===== src/rtl/fir_da_pkg.sv =====
package fir_da_pkg;

  localparam int NTAPS  = 53;
  localparam int COEF_W = 14;
  localparam int HALF_N = (NTAPS + 1) / 2;

  // unique half of the mirror-symmetric response, outer tap first
  localparam logic signed [COEF_W-1:0] COEF_HALF [HALF_N] = '{
    -14'sd6,   -14'sd11,  -14'sd15,  -14'sd14,  -14'sd5,   14'sd12,
     14'sd33,   14'sd50,   14'sd53,   14'sd33,  -14'sd12,  -14'sd74,
    -14'sd134, -14'sd165, -14'sd140, -14'sd36,   14'sd150,  14'sd399,
     14'sd728,  14'sd1130, 14'sd1580, 14'sd2050, 14'sd2510, 14'sd2930,
     14'sd3280, 14'sd3520, 14'sd3605
  };

  typedef enum logic [1:0] {PH_IDLE, PH_LOAD, PH_ACC} fir_phase_e;

  // weight of distributed-arithmetic operand j (zero beyond the real set)
  function automatic int coef_at(input int j);
    if (j < HALF_N) return int'(COEF_HALF[j]);
    return 0;
  endfunction

  // partial sum stored at address addr of lookup group grp
  function automatic int group_psum(input int grp, input int gw, input int addr);
    int s;
    s = 0;
    for (int i = 0; i < gw; i++)
      if (((addr >> i) & 1) != 0) s += coef_at(grp * gw + i);
    return s;
  endfunction

endpackage


===== src/rtl/fir_delay_line.sv =====
module fir_delay_line #(
  parameter int DW = 16,
  parameter int N  = 53
) (
  input  logic                 clk,
  input  logic                 rst_n,
  input  logic                 shift_en,
  input  logic [DW-1:0]        din,
  output logic [N-1:0][DW-1:0] taps
);

  // taps[0] holds the newest sample
  always_ff @(posedge clk) begin
    if (!rst_n)        taps <= '0;
    else if (shift_en) taps <= {taps[N-2:0], din};
  end

endmodule


===== src/rtl/fir_preadd_bank.sv =====
module fir_preadd_bank #(
  parameter int DW  = 16,
  parameter int N   = 53,
  parameter int NIN = (N + 1) / 2,
  parameter int PW  = DW + 1
) (
  input  logic                 clk,
  input  logic                 rst_n,
  input  logic                 load,
  input  logic                 shift,
  input  logic [N-1:0][DW-1:0] taps,
  output logic [NIN-1:0]       bits
);

  localparam int NPAIR = N / 2;

  logic [NIN-1:0][PW-1:0] pre;
  logic [NIN-1:0][PW-1:0] shr;

  for (genvar j = 0; j < NPAIR; j++) begin : g_pair
    assign pre[j] = {taps[j][DW-1], taps[j]} + {taps[N-1-j][DW-1], taps[N-1-j]};
  end

  if (N % 2 == 1) begin : g_centre
    assign pre[NIN-1] = {taps[NPAIR][DW-1], taps[NPAIR]};
  end

  always_ff @(posedge clk) begin
    if (!rst_n) shr <= '0;
    else if (load) shr <= pre;
    else if (shift) begin
      for (int j = 0; j < NIN; j++) shr[j] <= {shr[j][PW-1], shr[j][PW-1:1]};
    end
  end

  for (genvar j = 0; j < NIN; j++) begin : g_bit
    assign bits[j] = shr[j][0];
  end

endmodule


===== src/rtl/fir_da_lut.sv =====
module fir_da_lut
  import fir_da_pkg::*;
#(
  parameter int GRP_W   = 4,
  parameter int GRP_IDX = 0,
  parameter int LUT_W   = 17
) (
  input  logic [GRP_W-1:0]        addr,
  output logic signed [LUT_W-1:0] psum
);

  localparam int DEPTH = 2 ** GRP_W;

  logic signed [LUT_W-1:0] rom [DEPTH];

  for (genvar a = 0; a < DEPTH; a++) begin : g_entry
    assign rom[a] = LUT_W'(group_psum(GRP_IDX, GRP_W, a));
  end

  assign psum = rom[addr];

endmodule


===== src/rtl/fir_da_sym.sv =====
module fir_da_sym
  import fir_da_pkg::*;
#(
  parameter int DIN_W = 16,
  parameter int GRP_W = 4
) (
  input  logic                                            clk,
  input  logic                                            rst_n,
  input  logic                                            nd,
  input  logic signed [DIN_W-1:0]                         din,
  output logic                                            rdy,
  output logic signed [DIN_W+COEF_W+$clog2(HALF_N)+1:0]   dout
);

  localparam int PRE_W   = DIN_W + 1;
  localparam int N_GRP   = (HALF_N + GRP_W - 1) / GRP_W;
  localparam int PAD_N   = N_GRP * GRP_W;
  localparam int LUT_W   = COEF_W + $clog2(GRP_W) + 1;
  localparam int SUM_W   = LUT_W + $clog2(N_GRP) + 1;
  localparam int OUT_W   = DIN_W + COEF_W + $clog2(HALF_N) + 2;
  localparam int CNT_W   = $clog2(PRE_W);
  localparam int LATENCY = PRE_W + 1;
  localparam int LAT_W   = $clog2(LATENCY + 2);

  fir_phase_e                   phase;
  logic [CNT_W-1:0]             bit_cnt;
  logic signed [OUT_W-1:0]      acc, acc_next, term;
  logic [NTAPS-1:0][DIN_W-1:0]  taps;
  logic [HALF_N-1:0]            bits;
  logic [PAD_N-1:0]             bits_pad;
  logic signed [LUT_W-1:0]      lut_out [N_GRP];
  logic signed [SUM_W-1:0]      slice_sum;

  // named internal events
  logic accept, load_ev, acc_ev, last_bit;
  assign accept   = nd && (phase == PH_IDLE);
  assign load_ev  = (phase == PH_LOAD);
  assign acc_ev   = (phase == PH_ACC);
  assign last_bit = acc_ev && (bit_cnt == CNT_W'(PRE_W - 1));

  fir_delay_line #(.DW(DIN_W), .N(NTAPS)) u_delay (
    .clk(clk), .rst_n(rst_n), .shift_en(accept), .din(din), .taps(taps)
  );

  fir_preadd_bank #(.DW(DIN_W), .N(NTAPS), .NIN(HALF_N), .PW(PRE_W)) u_preadd (
    .clk(clk), .rst_n(rst_n), .load(load_ev), .shift(acc_ev), .taps(taps), .bits(bits)
  );

  assign bits_pad = PAD_N'(bits);

  for (genvar g = 0; g < N_GRP; g++) begin : g_lut
    fir_da_lut #(.GRP_W(GRP_W), .GRP_IDX(g), .LUT_W(LUT_W)) u_lut (
      .addr(bits_pad[g*GRP_W +: GRP_W]), .psum(lut_out[g])
    );
  end

  always_comb begin
    slice_sum = '0;
    for (int g = 0; g < N_GRP; g++) slice_sum = slice_sum + SUM_W'(lut_out[g]);
  end

  // bit weight 2^b; the operand sign bit carries negative weight
  assign term     = OUT_W'(slice_sum) <<< bit_cnt;
  assign acc_next = last_bit ? (acc - term) : (acc + term);

  always_ff @(posedge clk) begin
    if (!rst_n) begin
      phase   <= PH_IDLE;
      bit_cnt <= '0;
      acc     <= '0;
      dout    <= '0;
      rdy     <= 1'b0;
    end else begin
      rdy <= last_bit;
      unique case (phase)
        PH_IDLE: if (accept) phase <= PH_LOAD;
        PH_LOAD: begin
          phase   <= PH_ACC;
          bit_cnt <= '0;
          acc     <= '0;
        end
        PH_ACC: begin
          acc     <= acc_next;
          bit_cnt <= bit_cnt + 1'b1;
          if (last_bit) begin
            dout  <= acc_next;
            phase <= PH_IDLE;
          end
        end
        default: phase <= PH_IDLE;
      endcase
    end
  end

  // cycles since the accepting edge, for the latency property
  logic [LAT_W-1:0] lat_cnt;
  always_ff @(posedge clk) begin
    if (!rst_n)                 lat_cnt <= '0;
    else if (accept)            lat_cnt <= '0;
    else if (phase != PH_IDLE)  lat_cnt <= lat_cnt + 1'b1;
  end

  p_rdy_single_r3: assert property (@(posedge clk) disable iff (!rst_n)
    rdy |=> !rdy) else $error("rdy wider than one cycle");

  p_latency_r3: assert property (@(posedge clk) disable iff (!rst_n)
    rdy |-> (lat_cnt == LAT_W'(LATENCY))) else $error("rdy latency wrong");

  p_bitcnt_range_r3: assert property (@(posedge clk) disable iff (!rst_n)
    acc_ev |-> (bit_cnt < CNT_W'(PRE_W))) else $error("bit counter out of range");

  p_nd_ignored_r4: assert property (@(posedge clk) disable iff (!rst_n)
    (nd && (phase != PH_IDLE)) |=> $stable(taps)) else $error("busy nd altered history");

  p_accept_load_r4: assert property (@(posedge clk) disable iff (!rst_n)
    accept |=> (phase == PH_LOAD)) else $error("accepted nd did not start load");

  p_dout_hold_r6: assert property (@(posedge clk) disable iff (!rst_n)
    !rdy |-> $stable(dout)) else $error("dout moved without rdy");

endmodule


===== config.mk =====
export PLATFORM = sky130hd
export DESIGN_NAME = fir_da_sym
export DESIGN_NICKNAME = d
export VERILOG_FILES = /design/src/rtl/fir_da_pkg.sv /design/src/rtl/fir_delay_line.sv /design/src/rtl/fir_preadd_bank.sv /design/src/rtl/fir_da_lut.sv /design/src/rtl/fir_da_sym.sv
export SDC_FILE = /design/constraint.sdc
export NUM_CORES = 2
export LEC_CHECK = 0
export BUFFER_PORTS_ARGS = -buffer_cell sky130_fd_sc_hd__buf_2
export CAP_MARGIN = 30
export CORE_ASPECT_RATIO = 1.75
export CORE_MARGIN = 2
export CORE_UTILIZATION = 55
export CTS_CLUSTER_DIAMETER = 40
export DETAILED_ROUTE_END_ITERATION = 8
export PLACE_DENSITY = 0.69
export REMOVE_ABC_BUFFERS = 1
export SETUP_SLACK_MARGIN = 0.3
export SLEW_MARGIN = 25
export SYNTH_ARGS = -nofsm -noshare
export SYNTH_HDL_FRONTEND = slang
export SYNTH_SLANG_ARGS = --single-unit
export TNS_END_PERCENT = 100

===== constraint.sdc =====
create_clock -name clk -period 11.5 [get_ports clk]
set_input_delay 3.45 -clock clk [delete_from_list [all_inputs] [get_ports clk]]
set_output_delay 3.45 -clock clk [all_outputs]
set_load 0.05 [all_outputs]

Yosys cells after proc, flatten, opt, wreduce, memory -nomap -nowiden

Memories as Yosys holds them, arrays and structs flattened.
Cells that the tools add are included.

Add/sub/neg operators: 35
Magnitude comparators: 7
Eq/ne operators: 5
Shifts and indexed selects: 1
Multiplexer cells: 22
Bitwise logic cells: 7
Reduce and logical (&&, ||, !) cells: 6

Operator list:

| operator            | number |
|---|---|
| $mux 459            | 1 |
| $mux 458            | 1 |
| $add 16x16->17      | 26 |
| $mux 17             | 14 |
| $pmux 37 s2         | 1 |
| $add 21x17->21      | 2 |
| $add 37x37->37      | 1 |
| $mux 37             | 1 |
| $sshl 21x5->37      | 1 |
| $sub 37x37->37      | 1 |
| $ge 5x5->1 const B  | 7 |
| $not 4->5           | 6 |
| $add 20x17->21      | 1 |
| $add 19x17->20      | 1 |
| $add 18x17->19      | 1 |
| $add 17x17->18      | 1 |
| $pmux 5 s2          | 1 |
| $pmux 2 s3          | 1 |
| $add 5x1->5 const B | 1 |
| $eq 5x5->1 const B  | 1 |
| $not 3->5           | 1 |
| $mux 2              | 2 |
| $reduce_and 2->1    | 2 |
| $eq 2x1->1 const B  | 1 |
| 6 further kinds     | 7 |

Flip-flop bits (word level): 1389
Memory bits (read-only): 1904
Bits of input ports: 19
Output and inout bits: 38
Memories: 7

Memory list:

| name             | words | width | read ports | clocked after memory_dff | write ports | RTL line         | text |
|---|---|---|---|---|---|---|---|
| (name not given) | 16    | 17    | 1          | 0                        | 0           | fir_da_lut.sv:20 | `assign psum = rom[addr];` |
| (name not given) | 16    | 17    | 1          | 0                        | 0           | fir_da_lut.sv:20 |  |
| (name not given) | 16    | 17    | 1          | 0                        | 0           | fir_da_lut.sv:20 |  |
| (name not given) | 16    | 17    | 1          | 0                        | 0           | fir_da_lut.sv:20 |  |
| (name not given) | 16    | 17    | 1          | 0                        | 0           | fir_da_lut.sv:20 |  |
| (name not given) | 16    | 17    | 1          | 0                        | 0           | fir_da_lut.sv:20 |  |
| +1 memories      | n/a   | n/a   | n/a        | n/a                      | n/a         | n/a              |  |

Depth between registers and ports, before layout

Depth in word-level cells: 14
Depth in mapped cells: 40
Gate-level depth less buffers: 40

Hierarchy

From an unflattened synthesis, not the netlist that was laid out.

Cells, all modules: 8961
Area, all modules: 83367.5 µm²

By module, submodules not included:

| module                       | times used | cells an instance | area each (µm²) | sequential area each (µm²) |
|---|---|---|---|---|
| fir_preadd_bank              | 1          | 4371              | 36785.3         | 9188.8 |
| fir_delay_line               | 1          | 2733              | 32737.6         | 16976.3 |
| fir_da_sym                   | 1          | 1583              | 11751.3         | 1641.6 |
| fir_da_lut at g_lut[4].u_lut | 1          | 52                | 439.2           | 0.0 |
| fir_da_lut at g_lut[5].u_lut | 1          | 47                | 362.8           | 0.0 |
| fir_da_lut at g_lut[2].u_lut | 1          | 43                | 302.8           | 0.0 |
| fir_da_lut at g_lut[3].u_lut | 1          | 41                | 292.8           | 0.0 |
| fir_da_lut at g_lut[0].u_lut | 1          | 36                | 276.5           | 0.0 |
| fir_da_lut at g_lut[1].u_lut | 1          | 31                | 237.7           | 0.0 |
| fir_da_lut at g_lut[6].u_lut | 1          | 24                | 181.4           | 0.0 |

Worst setup path before layout

No wires, ideal clock.

Path kind: reg-to-reg
Start: register u_preadd.shr, in the netlist u_preadd.bits[17]
End: register acc[36]
Library setup time: 0.074 ns
Arrival time: 9.023 ns
Slack: 2.403 ns
Stages on the path, launching flop included: 37
Buffers on the path: 0
Period minus slack after synthesis: 9.097 ns
Cells stage by stage: dfxtp_1 inv_1 ha_1 xor2_1 nand2_1 o21a_1 fa_1 fa_1 fa_1 inv_1 fa_1 inv_1 fa_1 a211oi_2 or4b_1 nand4_1 a21oi_1 nor2_1 a222oi_1 a41oi_1 a311o_1 nor4_1 and2_1 a41oi_1 xor2_1 ha_1 a21o_1 a21oi_1 o2111ai_1 a21oi_1 o21ai_0 a41oi_1 o21ai_0 xnor2_1 nand2_1 or4_1 a31oi_1

Cells in the longest elaborated chain, start to end: 11
Elaborated cells between the ends (all ways): 12
Classes of those cells: add/sub (5); shift (1); mux (4); bitwise (1); memory (1)

Ends and longest elaborated chain:

| element                                                 | RTL line              | text |
|---|---|---|
| from (decl)                                             | fir_preadd_bank.sv:18 | `logic [NIN-1:0][PW-1:0] shr;` |
| from (signal assigned)                                  | fir_preadd_bank.sv:30 | `else if (load) shr <= pre;` |
| $not 4->5 (not written as such) *                       | fir_da_lut.sv:20      |  |
| $mem_v2 16x17 *                                         | n/a                   |  |
| $mux 17 (not written as such) * (2 in series)           | fir_da_lut.sv:20      |  |
| $add 20x17->21 *                                        | fir_da_sym.sv:59      | `for (int g = 0; g < N_GRP; g++) slice_sum = slice_sum + SUM_W'(lut_out[g]);` |
| $add 21x17->21 * (2 in series)                          | fir_da_sym.sv:59      |  |
| $sshl 21x5->37 *                                        | fir_da_sym.sv:63      | `assign term = OUT_W'(slice_sum) <<< bit_cnt;` |
| $add 37x37->37 / $sub 37x37->37 (equally long branches) | fir_da_sym.sv:64      | `assign acc_next = last_bit ? (acc - term) : (acc + term);` |
| $mux 37 *                                               | fir_da_sym.sv:64      |  |
| $pmux 37 s2 *                                           | fir_da_sym.sv:75      | `unique case (phase)` |
| to (signal assigned)                                    | fir_da_sym.sv:83      | `acc <= acc_next;` |
| to (decl)                                               | fir_da_sym.sv:27      | `logic signed [OUT_W-1:0] acc, acc_next, term;` |

Every way passes the cells marked *; elsewhere a longest branch is shown, timed or not. The select of a mux whose other input is x is not followed.
A chain may end at the register's enable or synchronous reset.

Worst setup path after layout

Start: register u_preadd.shr, in the netlist u_preadd.bits[22]
End: register acc[36]

Cells in the longest elaborated chain, start to end: 10
Elaborated cells between the ends (all ways): 11
Classes of those cells: add/sub (4); shift (1); mux (4); bitwise (1); memory (1)

Ends and longest elaborated chain:

| element                                                 | RTL line |
|---|---|
| $not 4->5 (not written as such) *                       | fir_da_lut.sv:20 |
| $mem_v2 16x17 *                                         | n/a |
| $mux 17 (not written as such) * (2 in series)           | fir_da_lut.sv:20 |
| $add 21x17->21 * (2 in series)                          | fir_da_sym.sv:59 |
| $sshl 21x5->37 *                                        | fir_da_sym.sv:63 |
| $add 37x37->37 / $sub 37x37->37 (equally long branches) | fir_da_sym.sv:64 |
| $mux 37 *                                               | fir_da_sym.sv:64 |
| $pmux 37 s2 *                                           | fir_da_sym.sv:75 |

Marks and branches as above.

==> results.cfg <==
[timing]
max_freq_ghz = 0.0961
fin_crit_ns = 10.40
holdWs_ns = 0.449
drv_slew = 0
slew_headroom_pct = 22.6
tightest_slew_ns = 1.16
grt_setup_unrepaired = false
hold_viol_final = 0
fin_crit_sh_pct = 90.5
finClkSkew_ns = 0.0397
setup_violations = 0

[drt]
vias = 65500
totalWireLength_um = 209000
drtIter0Drc = 3778
route.antenna.remaining_nets = 0
wl_per_cell_um = 18.6
dr.pass1.iters = 6
drt-vias-per-instance = 5.85
drc = 0

[clock_tree]
clock-sinks = 1389
hold_buffers = 0
cts_buffer_depth = 3
cts_root_buf = clkbuf_16
cts.clk_slew.worst_paths_ns = 0.06
postCtsSetupRepairBufs = 0
insertion_delay_ns = 0.78
h-tree-depth = 4
cts_resized = 0
cts-buffers-inserted = 145
cts_tree = done

[setup_path]
critPathMaxStageDelay_ns = 0.82
r2r-end = acc[36]
r2r_cells = 36
worstSetupStartpointType = flip-flop
end_kind = flip-flop
rr_startpoint = u_preadd.bits[22]
crit_type = reg2reg
crit_slowest_cell = a2111oi_1
critPathArrivalTime_ns = 11.07
required_ns = 12.17
r2r_setup_slack_ns = 1.10
crit_fanout = 8

[global_route]
grt_pass1_vias = 64700
grt_pass1_wl_um = 335000
grt_max_degree = 240
grtUsageTotal_pct = 29.1
grt.overflow.total = 0
antenna_found_initial = 1

[die]
dieWidth_um = 283
core_sq_mm = 0.136
die_y_um = 493
die_area_sq_mm = 0.140
ios = 57
rows = 179
start_util_pct = 55.3

[layout]
stdcell_count = 11200
syn_to_final_growth_pct = 8.25
drive_above_1_share_pct = 4.77
nNetsFinal = 9898
fill_cells = 12500

[synthesis]
ys_ff_latch = 1389
async_flop_share_pct = 0
avgSynthCellArea_sq_um = 7.83
syn-cell-area_sq_mm = 0.0751
synth_cell_type_count = 97
netlist_instances = 9587
yosys_most_used_dff = dfxtp_1
synth-edff-count = 0
ys_seq_area_share_pct = 37.0
yosysWarnings = 0

[worst_hold_path]
worstHoldEndpoint = dout[22]
hold_class = reg2reg
hp-start = dout[22]
holdPathStages = 2

[run]
maxCapViolCount = 0

[placement]
dpl.hpwl_um = 145000
port_buffers = 56
finalWeightedCongestion = 0.944
numPlacedInstances = 10900

[outcome]
status = complete, no violations
-- cells in the mapped netlist, drive strengths merged (77+ instances only) --
master | instances | area, sq um
o311ai | 78 | 683
fa | 88 | 1760
a21boi | 84 | 638
dfxtp | 1389 | 27800
a21oi | 1317 | 6600
a211oi | 194 | 1480
xnor2 | 179 | 1570
ha | 520 | 6510
clkbuf | 513 | 1930
nor2b | 89 | 557
nor2 | 676 | 2540
a31oi | 80 | 500
nor3 | 130 | 651
o21ai | 510 | 2560
buf | 78 | 304
a21o | 181 | 1360
nand2 | 2129 | 7990
xor2 | 121 | 1060
mux2i | 238 | 2380
inv | 337 | 1260
nand3 | 77 | 385
-- worst max-delay path by stage --
stage / startpoint / endpoint / slack [ns] / cells past startpoint
after floorplan: phase[1] / u_preadd.shr[106] / -15.43 / 7
after global placement: u_preadd.bits[22] / acc[36] / 0.97 / 36
after detailed placement: u_preadd.bits[17] / acc[36] / 0.89 / 36
after CTS: u_preadd.bits[17] / acc[36] / 0.84 / 36
after global routing: u_preadd.bits[22] / acc[36] / 0.37 / 37
final: u_preadd.bits[22] / acc[36] / 1.10 / 36
-- registers in the layout, summed over array words and instances, names as in the netlist --
name           flops
dout              37
bit_cnt            5
phase              2
u_delay.taps     848
acc               37
rdy                1
u_preadd.bits     27
u_preadd.shr     432
-- layout by cell type, fill, tap and decap left out, types with 34 or more instances in the layout --
master     count
nand2_1     2128
dfxtp_1     1389
a21oi_1     1313
nor2_1       675
ha_1         518
o21ai_0      497
inv_1        333
mux2i_1      238
a211oi_1     189
a21o_1       181
xnor2_1      179
clkbuf_16    148
nor3_1       130
xor2_1       121
nor2b_1       89
fa_1          88
a21boi_0      80
a31oi_1       80
o311ai_0      78
nand3_1       76
o211ai_1      66
buf_2         55
buf_4         54
a41oi_1       50
or3_1         45
and3_1        44
nand2b_1      34
-- worst max-delay path, delay by kind of cell (launching register included) --
| kind | cells | cell delay, ns |
|---|---|---|
| fa+ha+maj | 6 | 2.59 |
| buf+inv | 4 | 0.35 |
| compound gates | 16 | 4.89 |
| xor+xnor | 2 | 0.41 |
| simple gates | 8 | 1.56 |
| flops | 1 | 0.50 |
-- cell families after synthesis --
kind of cell	count (synthesis)	share of synthesized area, %
adder cells (fa/ha/maj)	608	11.0
XOR/XNOR	300	3.50
AO/OA/AOI/OAI	2802	22.4
AND/OR/NAND/NOR	3307	18.0
buffers and inverters	930	4.67
multiplexers	251	3.43
flip-flops	1389	37.0
-- metrics by stage --
step,setup TNS [ns],instance area (sq um),utilization (%),setup slack [ns]
finish,0,81300,59.9,1.10
global placement,0,76100,56.0,0.966
CTS,0,81100,59.8,0.835
global route,0,81300,59.9,0.367
detailed placement,0,76100,56.1,0.894
floorplan,-9349.36,72800,-,-15.43
-- per-layer routing --
metal,global-route usage (%),vias up,share of wire [%]
met3,3.11,497,2.9
li1,-,32500,-
met1,30.8,31200,38
met4,16.8,0,6.1
met5,0,-,0
met2,55.5,1254,53
-- layout make-up --
| class | instances | area [sq um] | area share (%) |
|---|---|---|---|
| clock inverter | 67 | 901 | 1.11 |
| antenna | 1 | 2.50 | 0.00308 |
| clock buffer | 196 | 4090 | 5.04 |
| tap | 1810 | 2260 | 2.79 |
| timing repair buffer | 128 | 1090 | 1.34 |
| sequential | 1389 | 27800 | 34.2 |
| inverter | 339 | 1290 | 1.58 |
| multi-input combinational | 7268 | 43800 | 53.9 |
Power is not shown: default switching activity piles up to over one toggle a cycle in this logic, so the estimate is an artifact.
